$ cat src/rtl/fec_pkg.sv
// Package: shared types for the falling-edge event counter.
// Assumes: none; it holds types and a pure decode function only.
package fec_pkg;

    // What the counter is asked to do in a given cycle.
    typedef enum logic [1:0] {
        OP_IDLE  = 2'd0,
        OP_READ  = 2'd1,
        OP_CLEAR = 2'd2
    } fec_op_e;

    // Map the two request strobes to one operation; the clear wins.
    function automatic fec_op_e fec_decode(input logic rd, input logic clr);
        fec_op_e op;
        if (clr)
            op = OP_CLEAR;
        else if (rd)
            op = OP_READ;
        else
            op = OP_IDLE;
        return op;
    endfunction

endpackage

$ cat src/rtl/fec_sync.sv
// Module: fec_sync
// Chain of STAGES flops that brings an asynchronous line into the clk domain.
// Assumes: STAGES >= 2. Flops reset to 0, so a high line after reset gives a
// rising change only and never a false fall.
module fec_sync #(
    parameter int STAGES = 2
) (
    input  logic clk,
    input  logic rst_n,
    input  logic d_async,
    output logic q_sync
);

    logic [STAGES-1:0] chain;

    genvar i;
    generate
        for (i = 0; i < STAGES; i++) begin : g_stage
            if (i == 0) begin : g_first
                // First stage: sample the raw asynchronous input.
                always_ff @(posedge clk) begin
                    if (!rst_n) chain[0] <= 1'b0;
                    else        chain[0] <= d_async;
                end
            end else begin : g_next
                // Later stages: pass the value one flop further along the chain.
                always_ff @(posedge clk) begin
                    if (!rst_n) chain[i] <= 1'b0;
                    else        chain[i] <= chain[i-1];
                end
            end
        end
    endgenerate

    assign q_sync = chain[STAGES-1];

endmodule

$ cat src/rtl/fec_fall_detect.sv
// Module: fec_fall_detect
// Raises fall for one cycle when the synchronized line goes from 1 to 0.
// Assumes: sig_sync is already in the clk domain.
module fec_fall_detect (
    input  logic clk,
    input  logic rst_n,
    input  logic sig_sync,
    output logic fall
);

    logic prev_q;

    // Remember the level of the previous cycle.
    always_ff @(posedge clk) begin
        if (!rst_n) prev_q <= 1'b0;
        else        prev_q <= sig_sync;
    end

    assign fall = prev_q & ~sig_sync;

endmodule

$ cat src/rtl/fec_accum.sv
// Module: fec_accum
// Holds the event count. It adds one per enabled fall and clears on
// OP_CLEAR. A fall in the clearing cycle is kept, so the count becomes 1.
// Assumes: op comes from fec_decode; the count wraps modulo 2**CNT_W.
module fec_accum
    import fec_pkg::*;
#(
    parameter int CNT_W = 32
) (
    input  logic             clk,
    input  logic             rst_n,
    input  logic             en,
    input  logic             fall,
    input  fec_op_e          op,
    output logic [CNT_W-1:0] cnt_q
);

    localparam logic [CNT_W-1:0] ONE = CNT_W'(1);

    logic bump;
    assign bump = en & fall;

    // Update the count: a clear has priority, and a same-cycle edge is kept.
    always_ff @(posedge clk) begin
        if (!rst_n)
            cnt_q <= '0;
        else if (op == OP_CLEAR)
            cnt_q <= bump ? ONE : '0;
        else if (bump)
            cnt_q <= cnt_q + ONE;
    end

endmodule

$ cat src/rtl/fec_readout.sv
// Module: fec_readout
// Captures the count that stands in the cycle of a read or clear request,
// and flags it with a one-cycle valid.
// Assumes: cnt is the register output, so the captured value is pre-update.
module fec_readout
    import fec_pkg::*;
#(
    parameter int CNT_W = 32
) (
    input  logic             clk,
    input  logic             rst_n,
    input  fec_op_e          op,
    input  logic [CNT_W-1:0] cnt,
    output logic             vld,
    output logic [CNT_W-1:0] data
);

    // Raise the result flag in the cycle after any request.
    always_ff @(posedge clk) begin
        if (!rst_n) vld <= 1'b0;
        else        vld <= (op != OP_IDLE);
    end

    // Latch the count when a request is seen; otherwise hold the last result.
    always_ff @(posedge clk) begin
        if (!rst_n)             data <= '0;
        else if (op != OP_IDLE) data <= cnt;
    end

endmodule

$ cat src/rtl/fall_edge_counter.sv
// Module: fall_edge_counter (top)
// Counts falling edges of an asynchronous line, with plain read and atomic
// read-and-clear. Path: synchronizer -> fall detector -> accumulator ->
// readout register.
// Assumes: clk samples every high and low phase of pin_async at least once;
// the strobes are synchronous to clk.
module fall_edge_counter
    import fec_pkg::*;
#(
    parameter int CNT_W       = 32,
    parameter int SYNC_STAGES = 2
) (
    input  logic             clk,
    input  logic             rst_n,
    input  logic             cnt_en,
    input  logic             pin_async,
    input  logic             rd_req,
    input  logic             rd_clr_req,
    output logic             rd_valid,
    output logic [CNT_W-1:0] rd_data
);

    logic             pin_sync;
    logic             fall_pulse;
    fec_op_e          op;
    logic [CNT_W-1:0] cnt_q;

    assign op = fec_decode(rd_req, rd_clr_req);

    fec_sync #(.STAGES(SYNC_STAGES)) u_sync (
        .clk     (clk),
        .rst_n   (rst_n),
        .d_async (pin_async),
        .q_sync  (pin_sync)
    );

    fec_fall_detect u_fall (
        .clk      (clk),
        .rst_n    (rst_n),
        .sig_sync (pin_sync),
        .fall     (fall_pulse)
    );

    fec_accum #(.CNT_W(CNT_W)) u_accum (
        .clk   (clk),
        .rst_n (rst_n),
        .en    (cnt_en),
        .fall  (fall_pulse),
        .op    (op),
        .cnt_q (cnt_q)
    );

    fec_readout #(.CNT_W(CNT_W)) u_readout (
        .clk  (clk),
        .rst_n(rst_n),
        .op   (op),
        .cnt  (cnt_q),
        .vld  (rd_valid),
        .data (rd_data)
    );

endmodule

$ cat config.mk
export PLATFORM = sky130hd
export DESIGN_NAME = fall_edge_counter
export DESIGN_NICKNAME = d
export VERILOG_FILES = /design/src/rtl/fec_pkg.sv /design/src/rtl/fec_sync.sv /design/src/rtl/fec_fall_detect.sv /design/src/rtl/fec_accum.sv /design/src/rtl/fec_readout.sv /design/src/rtl/fall_edge_counter.sv
export SDC_FILE = /design/constraint.sdc
export NUM_CORES = 1
export LEC_CHECK = 0
export BUFFER_PORTS_ARGS = -buffer_cell sky130_fd_sc_hd__buf_4
export CAP_MARGIN = 25
export CORE_UTILIZATION = 51
export DETAILED_ROUTE_END_ITERATION = 8
export MAX_ROUTING_LAYER = met4
export PLACE_DENSITY_LB_ADDON = 0.05
export SLEW_MARGIN = 20
export SYNTH_ARGS = -nofsm -noshare
export SYNTH_HDL_FRONTEND = slang
export SYNTH_SLANG_ARGS = --single-unit
$ cat constraint.sdc
create_clock -name clk -period 2.7 [get_ports clk]
set_clock_uncertainty 0.2 [all_clocks]
set_input_delay 0.54 -clock clk [delete_from_list [all_inputs] [get_ports clk]]
set_output_delay 0.54 -clock clk [all_outputs]
set_load 0.03 [all_outputs]
==> impl_metrics.ini, run 1 <==
[outcome]
outcome = finished, final reports clean

[clock_network]
root_buffer = clkbuf_8
cts_tree = yes
clockBufferDepth = 2
clock_latency_ns = 0.35
h-tree-depth = 3
cts-buffers-inserted = 9
post_cts_buffers = 0
clkSlewWorstSetupHoldPaths_ns = 0.07
ctsHoldBuffers = 0
cts.sinks = 68
cts_resized = 0

[sta]
worst_slew_pin_slew_ns = 0.600
period_needed_ns = 2.03
max_freq_mhz = 494
maxSlewViolCount = 0
slew-limit-headroom_pct = 60.0
min_period_over_period_pct = 75.0
finalHoldViolCount = 0
grt_setup_unrepaired = no
final.setup.tns_ns = 0
setup_viol = 0

[routing]
wirelength_um = 6560
post_drt_wl_per_cell_um = 14.7
first_iter_violations = 149
viasPerCell = 5.46
drt_pass1_iterations = 4
ant_nets = 0
drc = 0
vias = 2441

[floorplanning]
rows = 27
fp.dieH_um = 78.2
die_w_um = 78.2
die_area_um2 = 6120
ios = 39
start_util_pct = 53.5
core_um2 = 5540

[yosys]
yosysTopAreaCellShare_pct = 46.0
syn_inst = 339
synth_top_area_cell = dfxtp_1
synth_edf_count = 0
ys_seq_elements = 68
synth_most_common_cell = nand2_1
synth_area_um2 = 2960
ys_async_sr_fraction_pct = 0
synthFlopType = dfxtp_1
synthTopCellsByArea = dfxtp_1, nand2_1, a21boi_0
synth_cell_types = 38
yosys_warnings = 0
syn_avg_cell_area_um2 = 8.74
yosys-top-cells-count = nand2_1, dfxtp_1, a21boi_0, a21oi_1, clkbuf_1
synth_seq_area_share_pct = 46.0
synth_fp_nets = 346

[critical_path]
cpMaxStageDelayCell = or4_1
cp.buffers_inverters = 0
path_max_fanout = 12
crit_chain = ha_1 -> and3_2 -> nand4_4 -> or4_1 -> a21oi_1
path_class = reg -> reg
critPathTopFamily = simple AND/OR/NAND/NOR gates
cp-start-kind = register
arrival_ns = 2.10
required_ns = 2.77
cp_slowest_stage_delay_ns = 0.50
cp-end-kind = register

[global_route]
grt_pass1_wl_um = 11000
antenna_found_initial = 0
grt_pass1_vias = 2303
overflow = 0
grt_usage_pct = 24.4
grt_max_degree = 40

[power_and_ir_drop]
p_leak_uw = 0.00116
sw_frac_of_total_pct = 21.9
power_uw = 1970
clockPowerShare_pct = 46.1
p_comb_share_pct = 2.8
p_int_uw = 1540
cellPowerDensity_nw_per_um2 = 569
ir_drop_v = 0.000481
seqPwrFrac_pct = 51.1
power_switching_uw = 431

[finish]
drive_above_1_share_pct = 19.2
final.fill_count = 537
areaGrowthSynthToFinish_pct = 17.0
diodes = 0
stdcell_count = 447
multi_input_area_um2 = 1480
nNetsFinal = 377
regArea_um2 = 1360
final_util_pct = 62.5

[run]
maxCapViolCount = 0

[placed_design]
dp.cells = 431
io_buffer_count = 38
gp_congestion = 0.799
dp_hpwl_um = 4560

[min_path]
hp-class = in -> reg
==> registers in the layout (all words and copies together) (netlist names) <==
signal          flops
u_readout.data     32
u_sync.chain        1
u_sync.q_sync       1
u_fall.prev_q       1
u_readout.vld       1
u_accum.cnt_q      32
==> final cells by class <==
class / instances / share of cell area (%)
timing repair buffer: 41 / 8.88
clock buffer: 9 / 3.58
inverter: 3 / 0.325
tap: 72 / 2.60
sequential: 68 / 39.3
multi-input combinational: 247 / 42.7
clock inverter: 7 / 2.64
==> per-stage QoR <==
stage / hold slack [ns] / area, um2 / worst slack, ns
2_1_floorplan: 0.212 / 2960 / 0.751
3_3_place_gp: 0.213 / 3250 / 0.638
3_5_place_dp: 0.223 / 3250 / 0.630
4_1_cts: 0.197 / 3460 / 0.678
5_1_grt: 0.213 / 3460 / 0.548
6_report: 0.206 / 3460 / 0.674
==> power groups by stage <==
stage                     Clock [uW]  Sequential (uW)  Combinational, uW
after floorplan                    0             1030               35.8
after global routing             964             1010               62.4
after global placement             0             1030               57.3
after CTS                        923             1010               57.4
final                            909             1010               56.0
after detailed placement           0             1030               57.2
==> final timing paths <==
path,cells after the start,to,slack (ns),startpoint
worst max-delay path,5,u_accum.cnt_q[28],0.67,u_accum.cnt_q[0]
worst min-delay path,2,u_sync.chain[0],0.21,pin_async
worst max register to register,5,u_accum.cnt_q[28],0.67,u_accum.cnt_q[0]
worst min register to register,1,u_sync.q_sync,0.24,u_sync.chain[0]
==> placed cells by master (no fill, tap or decap), drive strengths merged, types with 4 or more instances in the layout <==
cell type  Yosys  routed
dfxtp         68      68
a21oi         20      20
nor2          12      12
or3            7       7
o21ai          8       8
and4           8       8
clkinv         0       4
nand4         14      14
a21boi        32      32
and2           9       9
xnor2          7       7
o31ai         11      11
nand3         11      11
clkbuf        14       9
nand2         73      73
xor2           4       4
buf            7      41
or4           10      10
==> logic make-up after synthesis <==
family / Yosys count / synth area share (%)
AOI/OAI and AO/OA: 74 / 16.9
xor gates and xnor gates: 11 / 3.25
adders and majority gates: 1 / 0.422
buffers and inverters: 24 / 4.18
DFF: 68 / 46.0
and+or+nand+nor: 161 / 29.3
==> worst reg2reg max path, delay by kind of cell (launching register included) <==
| kind | cells | cell delay, ns |
|---|---|---|
| fa+ha+maj | 1 | 0.22 |
| flops | 1 | 0.41 |
| simple gates | 3 | 0.97 |
| compound gates | 1 | 0.16 |
==> routing by layer <==
layer	routed length (um)	track usage, %
met3	155	4.19
met2	3340	41.8
met1	2870	26.8
met4	194	13.5
met5	0	-
(Power assumes the default switching activity.)
==> run 2: changes to the inputs <==
--- a/config.mk
+++ b/config.mk
@@ -5,6 +5,7 @@
 export SDC_FILE = /design/constraint.sdc
 export NUM_CORES = 1
 export LEC_CHECK = 0
+export ABC_AREA = 1
 export BUFFER_PORTS_ARGS = -buffer_cell sky130_fd_sc_hd__buf_4
 export CAP_MARGIN = 25
 export CORE_UTILIZATION = 51
==> constraint.sdc (replaced) <==
create_clock -name clk -period 2.1 [get_ports clk]
set_clock_uncertainty 0.2 [all_clocks]
set_input_delay 0.42 -clock clk [delete_from_list [all_inputs] [get_ports clk]]
set_output_delay 0.42 -clock clk [all_outputs]
set_load 0.03 [all_outputs]
==> run 2 against run 1 <==
Combinational power rose to 3.4 times the previous value. Sequential share of layout area shrank 0.72 points. Critical path depth grew 3. First-iteration DRC count down 8.1%. Clock power rose by 14%. Sequential power rose by 32%.
==> impl_metrics.ini, run 2 <==
[clock_network]
ctsHoldBuffers = 0
clkSlewWorstSetupHoldPaths_ns = 0.07
cts.sinks = 68
cts-buffers-inserted = 9
root_buffer = clkbuf_8
h-tree-depth = 3
clockBufferDepth = 2
clock_latency_ns = 0.34
post_cts_buffers = 0
cts_tree = yes
cts_resized = 0

[yosys]
synth_area_um2 = 3000
yosys_warnings = 0
syn_inst = 427
synth_seq_area_share_pct = 45.4
synthTopCellsByArea = dfxtp_1, nor2_1, nand2_1
syn_avg_cell_area_um2 = 7.03
synth_fp_nets = 434
synth_cell_types = 25
synth_top_area_cell = dfxtp_1
yosys-top-cells-count = nor2_1, nand2_1, dfxtp_1, o21ai_0, inv_1
synth_edf_count = 0
yosysTopAreaCellShare_pct = 45.4
synth_most_common_cell = nor2_1
ys_async_sr_fraction_pct = 0
ys_seq_elements = 68
synthFlopType = dfxtp_1

[critical_path]
cp-end-kind = register
rr_startpoint = u_accum.cnt_q[1]
crit_path_start = u_accum.cnt_q[1]
path_max_fanout = 5
cp-start-kind = register
path_class = reg -> reg
arrival_ns = 1.74
required_ns = 2.14

[finish]
final_util_pct = 63.3
final_cell_mix = nor2_1, nand2_1, dfxtp_1
layout_commonest_cell = nor2_1
largest_registers = u_accum.cnt_q x32, u_readout.data x32
nNetsFinal = 474
areaGrowthSynthToFinish_pct = 17.6
diodes = 0
drive_above_1_share_pct = 17.6

[floorplanning]
rows = 27
fp.dieH_um = 78.7
die_area_um2 = 6190
core_um2 = 5570
ios = 39
start_util_pct = 53.8
die_w_um = 78.7

[power_and_ir_drop]
p_int_uw = 1950
cellPowerDensity_nw_per_um2 = 725
clockPowerShare_pct = 40.7
sw_frac_of_total_pct = 23.7
p_leak_uw = 0.00140
ir_drop_v = 0.000472
power_switching_uw = 606
p_comb_share_pct = 7.4
seqPwrFrac_pct = 51.9

[sta]
slew-limit-headroom_pct = 72.2
period_needed_ns = 1.71
finalHoldViolCount = 0
min_period_over_period_pct = 81.3
worst_slew_pin_slew_ns = 0.416
maxSlewViolCount = 0
setup_viol = 0
max_freq_mhz = 586
final.setup.tns_ns = 0
grt_setup_unrepaired = no

[routing]
drc = 0
drt_pass1_iterations = 4
first_iter_violations = 137
viasPerCell = 4.96
post_drt_wl_per_cell_um = 12.2
ant_nets = 0
vias = 2695
wirelength_um = 6620

[run]
maxCapViolCount = 0

[global_route]
grt_pass1_wl_um = 11400
grt_max_degree = 46
grt_usage_pct = 24.4
antenna_found_initial = 0
overflow = 0
grt_pass1_vias = 2449

[placed_design]
gp_congestion = 1.02
io_buffer_count = 38
dp_hpwl_um = 4700

[outcome]
outcome = finished, final reports clean

[min_path]
hold_start = pin_async
hp-class = in -> reg
## run 2: power groups by stage
| stage | Clock (uW) | Sequential (uW) | Combinational [uW] |
|---|---|---|---|
| after global routing | 1110 | 1330 | 209 |
| after detailed placement | 0 | 1360 | 191 |
| after global placement | 0 | 1360 | 188 |
| after floorplan | 0 | 1410 | 74.8 |
| final | 1040 | 1330 | 190 |
| after CTS | 1060 | 1330 | 191 |
## run 2: stage by stage
stage	instances	total power (uW)	cell area (um2)	hold WS, ns	setup WS, ns
3_3_place_gp	528	1550	3350	0.198	0.409
6_report	543	2560	3530	0.0601	0.394
3_5_place_dp	528	1550	3350	0.201	0.393
5_1_grt	543	2650	3530	0.0515	0.275
4_1_cts	543	2580	3530	0.0519	0.399
2_1_floorplan	427	1480	3000	0.190	0.640
## run 2: final timing paths
check,slack [ns],end,cells past startpoint
worst max-delay path,0.39,u_accum.cnt_q[26],8
worst min-delay path,0.06,u_sync.chain[0],3
worst max register to register,0.39,u_accum.cnt_q[26],8
worst min register to register,0.22,u_sync.q_sync,2
## run 2: layout make-up
cell class	count	area [um2]
repair buffers	42	315
clock inverters	2	35.0
well taps	72	90.1
fillers	534	2040
flip-flops and latches	68	1360
multi-input cells	309	1440
inverters	37	139
clock buffers	13	149
## run 2: worst max-delay path, cell delays in order, from the launching register on
cell	delay (ns)
dfxtp_1	0.39
ha_1	0.19
nand3_1	0.13
nor2_1	0.15
nand3_1	0.11
nor2_2	0.20
nand3_1	0.11
nand2_1	0.08
nor2_1	0.04
## run 2: cells by family after synthesis
kind of cell | Yosys count | share of synthesized area, %
DFF | 68 | 45.4
buffers and inverters | 50 | 6.63
and+or+nand+nor | 231 | 34.5
AOI/OAI and AO/OA | 77 | 13.1
adders and majority gates | 1 | 0.417
## run 2: per-layer routing
layer	vias up	routed length, um	track usage [%]
li1	1440	-	-
met4	0	76	7.04
met5	-	0	-
met1	1186	3400	33.5
met3	7	410	6.21
met2	62	2730	35.5
==> run 3: changes to the inputs <==
==> constraint.sdc (replaced) <==
create_clock -name clk -period 1.7 [get_ports clk]
set_clock_uncertainty 0.2 [all_clocks]
set_input_delay 0.34 -clock clk [delete_from_list [all_inputs] [get_ports clk]]
set_output_delay 0.34 -clock clk [all_outputs]
set_load 0.03 [all_outputs]
==> run 3 against run 2 <==
Die area unchanged. Flip-flop and latch count is the same. Final cell count grew 0.74%. Global-route usage up 1.5 points. Sequential share of layout area fell by 1.2 points. Clock power is 48% higher. Largest cell class unchanged.
==> impl_metrics.ini, run 3 (same netlist as run 2, synthesis figures left out) <==
[outcome]
outcome = finished, final reports clean

[routing]
drt_pass1_iterations = 4
ant_nets = 0
wirelength_um = 6970
vias = 2734
viasPerCell = 5.00
post_drt_wl_per_cell_um = 12.7
drc = 0
first_iter_violations = 167

[min_path]
hp-class = in -> reg
holdPathStages = 3

[finish]
finish.instance_area_um2 = 3670
areaGrowthSynthToFinish_pct = 22.2
diodes = 0
final.fill_count = 499
drive_above_1_share_pct = 20.8
final_util_pct = 65.8
stdcell_count = 547
nNetsFinal = 477
layout_commonest_cell = nor2_1
final_cell_mix = nor2_1, nand2_1, dfxtp_1
largest_registers = u_accum.cnt_q x32, u_readout.data x32

[critical_path]
cp_slowest_stage_delay_ns = 0.36
path_depth = 6
crit_chain = ha_2 -> nand3_2 -> inv_2 -> nand3_4 -> o21ai_0 -> a22oi_1
path_class = reg -> reg
crit_end = u_accum.cnt_q[10]
required_ns = 1.72
cp-end-kind = register
cp.buffers_inverters = 1
crit_path_start = u_accum.cnt_q[1]
critPathTopFamily = compound AO/OA/AOI/OAI gates
path_max_fanout = 5
rr_worst_depth = 6
cp-start-kind = register
arrival_ns = 1.60
reg2reg_slack_ns = 0.12
r2r_end = u_accum.cnt_q[10]
rr_startpoint = u_accum.cnt_q[1]
cpMaxStageDelayCell = dfxtp_4

[sta]
setup_viol = 0
period_needed_ns = 1.58
max_freq_mhz = 633
min_period_over_period_pct = 92.9
worst_slew_pin_slew_ns = 0.296
finalHoldViolCount = 0
slew-limit-headroom_pct = 80.0
maxSlewViolCount = 0
fin_hold_ws_ns = 0.0407

[placed_design]
gp_congestion = 0.919
dp.cells = 529
io_buffer_count = 38
dp_hpwl_um = 4840
place_area_um2 = 3380

[run]
maxCapViolCount = 0

[clock_network]
root_buffer = clkbuf_8
cts-buffers-inserted = 9
cts.sinks = 68
clockBufferDepth = 2
clock_latency_ns = 0.34
h-tree-depth = 3
clkSlewWorstSetupHoldPaths_ns = 0.07
cts_tree = yes

[global_route]
grt_usage_pct = 25.9
overflow = 0
grt_pass1_wl_um = 12000
grt_pass1_vias = 2608
antenna_found_initial = 0
grt_max_degree = 46

[floorplanning]
die_area_um2 = 6190
ios = 39
start_util_pct = 53.8
fp.dieH_um = 78.7
die_w_um = 78.7
rows = 27
core_um2 = 5570

[power_and_ir_drop]
power_uw = 3420
p_leak_uw = 0.00145
ir_drop_v = 0.000539
cellPowerDensity_nw_per_um2 = 933
-- run 3: timing repair --
action                                  4_1_cts  5_1_grt
gates resized for setup                       0       13
hold endpoints to repair                      1        0
hold buffers                                  1        0
endpoints found under the setup margin        0       16
setup buffers                                 0        1
-- run 3: final cells by class --
type / count / area (um2) / area share (%)
Clock buffer: 12 / 165 / 4.51
Clock inverter: 4 / 70.1 / 1.91
Inverter: 37 / 139 / 3.79
Multi-Input combinational cell: 309 / 1470 / 40.0
Sequential cell: 68 / 1370 / 37.3
Tap cell: 72 / 90.1 / 2.46
Timing Repair Buffer: 45 / 365 / 9.97
-- run 3: worst register-to-register path, delay by kind of cell, from the launching register on --
kind	cells	cell delay (ns)
AO/OA/AOI/OAI	2	0.39
AND/OR/NAND/NOR	2	0.21
flip-flops	1	0.36
adder cells (fa/ha/maj)	1	0.19
buffers and inverters	1	0.11
-- run 3: layer usage --
metal	global-route usage (%)	wire, um	up-vias
met5	-	0	-
met4	13.0	110	0
met3	4.83	326	12
met2	38.3	3070	65
met1	33.9	3460	1208
li1	-	-	1449
-- run 3: how the worst min path moves through the flow --
stage | start | to
2_1_floorplan | u_sync.chain[0] | u_sync.q_sync
3_3_place_gp | u_sync.chain[0] | u_sync.q_sync
3_5_place_dp | u_sync.chain[0] | u_sync.q_sync
4_1_cts | rst_n | u_readout.vld
5_1_grt | rst_n | u_readout.vld
6_report | rst_n | u_readout.vld
-- run 3: per-stage QoR --
| stage | worst slack (ns) | setup TNS [ns] |
|---|---|---|
| after detailed placement | 0.0552 | 0 |
| final | 0.121 | 0 |
| after global routing | -0.00338 | -0.00451 |
| after global placement | 0.126 | 0 |
| after floorplan | 0.240 | 0 |
| after CTS | 0.0130 | 0 |
-- run 3: power breakdown --
part | internal [uW] | switching, uW
Sequential | 1620 | 16.0
Combinational | 86.3 | 158
Clock | 941 | 595
